File: config.mk
export PLATFORM = sky130hd
export DESIGN_NAME = rx_len_guard
export DESIGN_NICKNAME = d
export VERILOG_FILES = /design/src/rtl/rxlg_pkg.sv /design/src/rtl/rxlg_beat_track.sv /design/src/rtl/rxlg_over_track.sv /design/src/rtl/rxlg_verdict.sv /design/src/rtl/rx_len_guard.sv
export SDC_FILE = /design/constraint.sdc
export NUM_CORES = 1
export LEC_CHECK = 0
export BUFFER_PORTS_ARGS = -buffer_cell sky130_fd_sc_hd__buf_2
export CORE_AREA = 8 8 90 92
export CTS_CLUSTER_SIZE = 25
export DETAILED_ROUTE_END_ITERATION = 10
export DIE_AREA = 0 0 98 100
export GPL_TIMING_DRIVEN = 0
export SETUP_SLACK_MARGIN = 0.4
export SYNTH_ARGS = -nofsm -noshare
export SYNTH_HDL_FRONTEND = slang
export SYNTH_SLANG_ARGS = --single-unit
File: constraint.sdc
create_clock -name clk -period 10.6 [get_ports clk]
set_clock_uncertainty 0.05 [all_clocks]
set_input_delay 1.59 -clock clk [delete_from_list [all_inputs] [get_ports clk]]
set_output_delay 1.59 -clock clk [all_outputs]
set_load 0.005 [all_outputs]
File: src/rtl/rxlg_pkg.sv
package rxlg_pkg;
   // Customary limit values for standard frames
   localparam int unsigned RXLG_TYPICAL_MAX = 1518;
   localparam int unsigned RXLG_TYPICAL_MIN = 64;

   typedef enum logic [1:0] {
      VERDICT_NONE = 2'b00,
      VERDICT_KEEP = 2'b01,
      VERDICT_DROP = 2'b10
   } verdict_e;
endpackage

File: src/rtl/rxlg_beat_track.sv
module rxlg_beat_track #(
   parameter int unsigned LEN_W    = 16,
   parameter bit          SATURATE = 1'b1
) (
   input  logic             clk,
   input  logic             rst_n,
   input  logic             byte_vld,
   input  logic             frm_first,
   input  logic             frm_last,
   output logic             accept,
   output logic             last_beat,
   output logic [LEN_W-1:0] cnt_nx
);
   localparam logic [LEN_W-1:0] CNT_TOP = {LEN_W{1'b1}};

   logic             open_q;
   logic [LEN_W-1:0] cnt_q;
   logic [LEN_W-1:0] base;

   assign accept    = byte_vld && (frm_first || open_q);
   assign last_beat = accept && frm_last;
   assign base      = frm_first ? '0 : cnt_q;

   generate
      if (SATURATE) begin : g_sat
         assign cnt_nx = (base == CNT_TOP) ? base : base + 1'b1;
      end else begin : g_wrap
         assign cnt_nx = base + 1'b1;
      end
   endgenerate

   always_ff @(posedge clk) begin
      if (!rst_n) begin
         open_q <= 1'b0;
         cnt_q  <= '0;
      end else if (accept) begin
         open_q <= !frm_last;
         cnt_q  <= frm_last ? '0 : cnt_nx;
      end
   end
endmodule

File: src/rtl/rxlg_over_track.sv
module rxlg_over_track #(
   parameter int unsigned LEN_W = 16
) (
   input  logic             clk,
   input  logic             rst_n,
   input  logic             accept,
   input  logic             frm_first,
   input  logic             frm_last,
   input  logic [LEN_W-1:0] cnt_nx,
   input  logic [LEN_W-1:0] len_max,
   output logic             over_nx,
   output logic             over_live
);
   logic over_q;

   assign over_nx   = (!frm_first && over_q) || (cnt_nx > len_max);
   assign over_live = over_q;

   always_ff @(posedge clk) begin
      if (!rst_n) begin
         over_q <= 1'b0;
      end else if (accept) begin
         over_q <= frm_last ? 1'b0 : over_nx;
      end
   end
endmodule

File: src/rtl/rxlg_verdict.sv
module rxlg_verdict
   import rxlg_pkg::*;
#(
   parameter int unsigned LEN_W = 16
) (
   input  logic             clk,
   input  logic             rst_n,
   input  logic             last_beat,
   input  logic [LEN_W-1:0] cnt_nx,
   input  logic             over_nx,
   input  logic [LEN_W-1:0] len_min,
   input  logic             keep_short,
   output logic             res_keep,
   output logic             res_drop,
   output logic             res_long,
   output logic             res_short,
   output logic [LEN_W-1:0] res_len
);
   logic     is_short;
   verdict_e verdict_d;
   verdict_e verdict_q;

   assign is_short = cnt_nx < len_min;

   always_comb begin
      verdict_d = VERDICT_NONE;
      if (last_beat) begin
         verdict_d = (is_short && !keep_short) ? VERDICT_DROP : VERDICT_KEEP;
      end
   end

   always_ff @(posedge clk) begin
      if (!rst_n) begin
         verdict_q <= VERDICT_NONE;
         res_long  <= 1'b0;
         res_short <= 1'b0;
         res_len   <= '0;
      end else begin
         verdict_q <= verdict_d;
         res_long  <= last_beat && over_nx;
         res_short <= last_beat && is_short && keep_short;
         res_len   <= last_beat ? cnt_nx : '0;
      end
   end

   assign res_keep = (verdict_q == VERDICT_KEEP);
   assign res_drop = (verdict_q == VERDICT_DROP);
endmodule

File: src/rtl/rx_len_guard.sv
module rx_len_guard #(
   parameter int unsigned LEN_W    = 16,
   parameter bit          SATURATE = 1'b1
) (
   input  logic             clk,
   input  logic             rst_n,
   input  logic             byte_vld,
   input  logic             frm_first,
   input  logic             frm_last,
   input  logic [LEN_W-1:0] len_max,
   input  logic [LEN_W-1:0] len_min,
   input  logic             keep_short,
   output logic             over_live,
   output logic             res_keep,
   output logic             res_drop,
   output logic             res_long,
   output logic             res_short,
   output logic [LEN_W-1:0] res_len
);
   // The width must hold the customary maximum frame length
   generate
      if (LEN_W < 11 || LEN_W > 32) begin : g_bad_width
         $error("rx_len_guard: LEN_W must lie in 11..32");
      end
   endgenerate

   logic             accept;
   logic             last_beat;
   logic             over_nx;
   logic [LEN_W-1:0] cnt_nx;

   rxlg_beat_track #(.LEN_W(LEN_W), .SATURATE(SATURATE)) u_beat (
      .clk       (clk),
      .rst_n     (rst_n),
      .byte_vld  (byte_vld),
      .frm_first (frm_first),
      .frm_last  (frm_last),
      .accept    (accept),
      .last_beat (last_beat),
      .cnt_nx    (cnt_nx)
   );

   rxlg_over_track #(.LEN_W(LEN_W)) u_over (
      .clk       (clk),
      .rst_n     (rst_n),
      .accept    (accept),
      .frm_first (frm_first),
      .frm_last  (frm_last),
      .cnt_nx    (cnt_nx),
      .len_max   (len_max),
      .over_nx   (over_nx),
      .over_live (over_live)
   );

   rxlg_verdict #(.LEN_W(LEN_W)) u_verdict (
      .clk        (clk),
      .rst_n      (rst_n),
      .last_beat  (last_beat),
      .cnt_nx     (cnt_nx),
      .over_nx    (over_nx),
      .len_min    (len_min),
      .keep_short (keep_short),
      .res_keep   (res_keep),
      .res_drop   (res_drop),
      .res_long   (res_long),
      .res_short  (res_short),
      .res_len    (res_len)
   );
endmodule

# Word level (Yosys, flattened, before mapping)
# Index checks and enable logic that the tools add are counted.
# classes
muxes	5
eq_ne	3
reduce_logical	13
magnitude_cmp	2
n_addsub	1
# ops
operator	count
$mux W16	3
$add A16 B1 Y16 const B	1
$eq A16 B16 Y1 const B	1
$gt A16 B16 Y1	1
$lt A16 B16 Y1	1
$logic_and A1 B1 Y1	7
$logic_not A1 Y1	3
$eq A2 B1 Y1 const B	1
$eq A2 B2 Y1 const B	1
$logic_or A1 B1 Y1	2
$mux W2	1
$reduce_and A2 Y1	1
$mux W1	1
# totals
out_inout_bits	21
input_bits	38
reg_bits	38
elab_cells	31

# Logic depth before layout (Yosys ltp)
# logic_depth
depth_word	6
mapped_depth	17
mapped_depth_nobuf	15

# Hierarchy
# A second synthesis with hierarchy kept.
# unflattened
cells_unflattened	314
hier_area_um2	2632.5
# by_module_without_submodules
module	n_inst	area_per_inst_um2	cells_each	seq_area_each_um2
rxlg_beat_track	1	1163.6	148	340.3
rxlg_verdict	1	992.2	102	400.4
rxlg_over_track	1	476.7	64	20.0

# Worst setup path after synthesis
# Ideal clock, no wire load.
# synth_path
kind	input-to-reg
start	input port frm_first
end	register u_verdict.res_long
setup_time_ns	0.087
path_buffers	2
slack_ns	5.822
required_time_ns	10.463
path_stages	17
t_arrival_ns	4.640
cell_sequence	buf_4 -> nor2b_2 -> buf_4 -> ha_1 -> and4b_1 -> nand2_1 -> nor3_2 -> nand4b_1 -> xor2_1 -> nor2_1 -> ha_1 -> nand4_1 -> nor4_1 -> o21ai_0 -> a311oi_1 -> nor2_1 -> o31ai_1
# synth_between
elab_chain_len	6
elab_cells_between_ends	12
cone_classes	add/sub (1); order compare (1); eq/ne (1); mux (2); reduce/logical (7)
# synth_lines
element	line_no	source
from (decl)	rx_len_guard.sv:8	input logic frm_first,
$mux W16 (*)	rxlg_beat_track.sv:22	assign base = frm_first ? '0 : cnt_q;
$add A16 B1 Y16 or $eq A16 B16 Y1 (tied branches)	rxlg_beat_track.sv:26	assign cnt_nx = (base == CNT_TOP) ? base : base + 1'b1;
$mux W16 (*)	rxlg_beat_track.sv:26	
net cnt_nx[14]	rx_len_guard.sv:30	logic [LEN_W-1:0] cnt_nx;
$gt A16 B16 Y1 (*)	rxlg_over_track.sv:16	assign over_nx = (!frm_first && over_q) || (cnt_nx > len_max);
$logic_or A1 B1 Y1 (*)	rxlg_over_track.sv:16	
$logic_and A1 B1 Y1 (*)	rxlg_verdict.sv:40	res_long <= last_beat && over_nx;
to (signal assigned)	rxlg_verdict.sv:40	
to (decl)	rxlg_verdict.sv:15	output logic res_long,
# Mark *: on every way through the listed nets, which the timed path passes. The rest lies on a longest branch.
# A chain may end at the register's enable or synchronous reset.

# Worst setup path in the final report
# Ends and elaborated chain as after synthesis.

==> results.yml <==
grt:
  grt_antenna_before_repair: 0
  global_route.peak_usage_layer: "met2"
  first_global_vias: 2286
  overall_global_routing_usage_pct: 13.6
  overflow: 0
  grt_util_met2_pct: 23.7
  met3_usage_pct: 3.94
  grt_start_max_net_pins: 14
  gr-usage-met1_pct: 15.9
  grt_first_pass_wirelength_um: 10800
clock_tree:
  cts_tree: "done"
  cts.htree.levels: 2
  cts_max_path_buffers: 2
  post_cts.resized_instances: 0
  cts.sinks: 38
  post-cts-setup-buffer-count: 0
  clk_latency_ns: 0.30
  root_buffer: "clkbuf_8"
  tritoncts.num_buffers: 5
  clk_pin_slew_ns: 0.08
  cts_hold_buf: 0
setup_path:
  crit_type: "in2reg"
  number_of_stages_on_the_worst_setup_path: 18
  rr_worst_depth: 16
  crit_slowest_cell: "nor4_1"
  capture_point_of_the_worst_reg_to_reg_path: "u_verdict.res_long"
  endpoint_required_time_on_the_critical_path_ns: 10.75
  worstSetupStartpointType: "primary input"
  r2r_start: "u_beat.cnt_q[0]"
  critical_path_sink: "u_verdict.res_long"
  regToRegSetupSlack_ns: 6.52
  critical_path.endpoint_type: "flip-flop"
  critPathMaxFanout: 10
  timing.critical_path.arrival_ns: 5.46
  critPathBufInv: 3
  timing.critical_path.from: "frm_first"
  path_cells: "buf_2, buf_4, nor2b_2, buf_4, ha_1, and4b_1, nand2_1, nor3_2, nand4b_1, xor2_1, nor2_1, ha_1, nand4_1, nor4_1, o21ai_0, a311oi_1, nor2_1, o31ai_1"
  cpPeakStageDelay_ns: 0.56
  critical_path.top_delay_family: "simple AND/OR/NAND/NOR gates"
place:
  place.detailed.instances: 442
  detailedPlacementHpwl_um: 5190
  io_buffer_count: 57
  finalWeightedCongestion: 0.819
drt:
  drtPass1Iterations: 4
  routed_wl_um: 6550
  route.antenna.remaining_nets: 0
  drt_iter0_drc: 92
  post_drt_via_cell_ratio: 5.11
  route.vias.total: 2298
  detail_route.drc_violations: 0
  avgRoutedWirePerCell_um: 14.6
pwr:
  fin_total_pwr_mw: 0.328
  total_leakage_power_nw: 1.51
  ir_drop_mv: 0.0645
  pwr_density_cell_nw_per_um2: 106
yosys:
  synth-adder-area-share_pct: 15.1
  ys_warn_count: 0
  combined_area_of_all_synthesized_cells_um2: 2570
  synthMuxAreaShare_pct: 1.22
  synth_enable_flop_cells: 0
  main_combinational_cell_family_by_area_after_synthesis: "simple AND/OR/NAND/NOR gates"
  synth_compound_area_share_pct: 17.2
  synth.avg_cell_area_um2: 8.44
  synth_xor_area_share_pct: 4.76
  most_used_flip_flop_cell_after_synthesis: "dfxtp_1"
  synth_fp_nets: 374
  synth_seq_cells: 38
  async_flop_share_pct: 0
  synth_simple_gate_area_share_pct: 25.0
  count_of_unique_library_cells_instantiated_by_yosys: 60
  post_synthesis_sequential_area_ratio_pct: 29.6
  netlist_instances: 305
die:
  dieWidth_um: 98
  coreArea_um2: 6640
  io-pin-count: 59
  initial_core_util_pct: 38.7
  rows: 30
  floorplan.die_area_um2: 9800
  die-height_um: 100
cells_and_area:
  layout.cells.most_common_list: "buf_2, dfxtp_1, inv_1"
  finalNonFillerCells: 450
  flow.area_growth_from_synthesis_pct: 20.3
  layout.nets: 438
  post-route-util_pct: 46.6
  share_of_layout_cells_above_drive_strength_1_pct: 23.5
  num-fill-cells: 689
  diodes: 0
  layout_commonest_cell: "buf_2"
timing:
  finalSetupViolCount: 0
  max_slew.worst_pin.slew_ns: 0.713
  grt_setup_unrepaired: "false"
  drv_slew: 0
  remaining_max_slew_budget_at_the_tightest_pin_pct: 52.4
  achievable-frequency_mhz: 188
  tns_ns: 0
  finalCritPeriodShare_pct: 50.1
  min_period_ns: 5.31
  timing.final.hold_violations: 0
outcome:
  status: "finished clean"
flow_run:
  cap_viol_max_count: 0
worst_hold_path:
  hp-class: "reg2reg"
-- logic make-up after synthesis --
kind of cell / after synthesis
mux: 3
buf+inv: 45
compound gates: 64
simple gates: 110
xor+xnor: 14
fa+ha+maj: 31
flops: 38
-- per-layer routing --
metal	routed length, µm	vias to the layer above
met4	53	0
met1	3040	1048
met3	345	5
met2	3120	47
li1	-	1198
met5	0	-
-- sequential cells by signal, summed over array words and instances (netlist names) --
signal	cells
u_verdict.res_short	1
u_over.over_live	1
u_verdict.res_len	16
u_verdict.res_long	1
u_beat.cnt_q	16
u_verdict.verdict_q	2
u_beat.open_q	1
-- synthesized netlist by cell type (all sizes together) (6+ instances only) --
library cell  instances  share of area, %
dfxtp                38                30
inv                  33               4.8
ha                   31                15
nand2                21               3.4
nor2                 21               3.1
o21ai                18               3.6
nor2b                17               4.6
a21oi                15               2.9
nand4                 9               2.4
nor3                  8               1.7
nand3                 7               1.4
xnor2                 7               2.4
xor2                  7               2.4
buf                   6               1.6
clkbuf                6              0.87
-- report_power, final --
group          total, mW  switching, mW  internal (mW)  leakage, nW
clock network      0.154         0.0595         0.0944       0.0683
registers          0.144       0.000453          0.144        0.307
logic             0.0305         0.0171         0.0134         1.13
total              0.328         0.0770          0.251         1.51
-- worst min-delay path, stage by stage (launching register included) --
cell,delay [ns]
dfxtp_1,0.34
nand2_1,0.05
o21ai_0,0.06
-- metrics by stage --
stage	hold slack, ns	worst slack (ns)	area, µm²
global route	0.488	4.95	3100
finish	0.452	5.29	3100
floorplan	0.398	5.82	2570
detailed placement	0.434	4.94	2960
global placement	0.431	4.99	2960
CTS	0.454	5.21	3100
-- how the worst min path moves through the flow --
stage / from / endpoint / slack (ns) / depth (start not counted)
after floorplan: u_beat.cnt_q[7] / u_beat.cnt_q[7] / 0.40 / 2
after global placement: u_beat.cnt_q[15] / u_beat.cnt_q[15] / 0.43 / 1
after detailed placement: u_beat.cnt_q[15] / u_beat.cnt_q[15] / 0.43 / 1
after CTS: u_beat.cnt_q[14] / u_beat.cnt_q[14] / 0.45 / 2
after global routing: u_beat.cnt_q[14] / u_beat.cnt_q[14] / 0.49 / 2
final: u_beat.cnt_q[14] / u_beat.cnt_q[14] / 0.45 / 2
-- cell type report --
| class | instances | area [µm²] | area share [%] |
|---|---|---|---|
| Buffer | 12 | 62.6 | 2.02 |
| Clock buffer | 5 | 68.8 | 2.22 |
| Clock inverter | 3 | 68.8 | 2.22 |
| Inverter | 33 | 124 | 4.00 |
| Multi-Input combinational cell | 222 | 1630 | 52.5 |
| Sequential cell | 38 | 761 | 24.6 |
| Tap cell | 80 | 100 | 3.23 |
| Timing Repair Buffer | 57 | 285 | 9.21 |
Power figures use the tool's default switching activity.
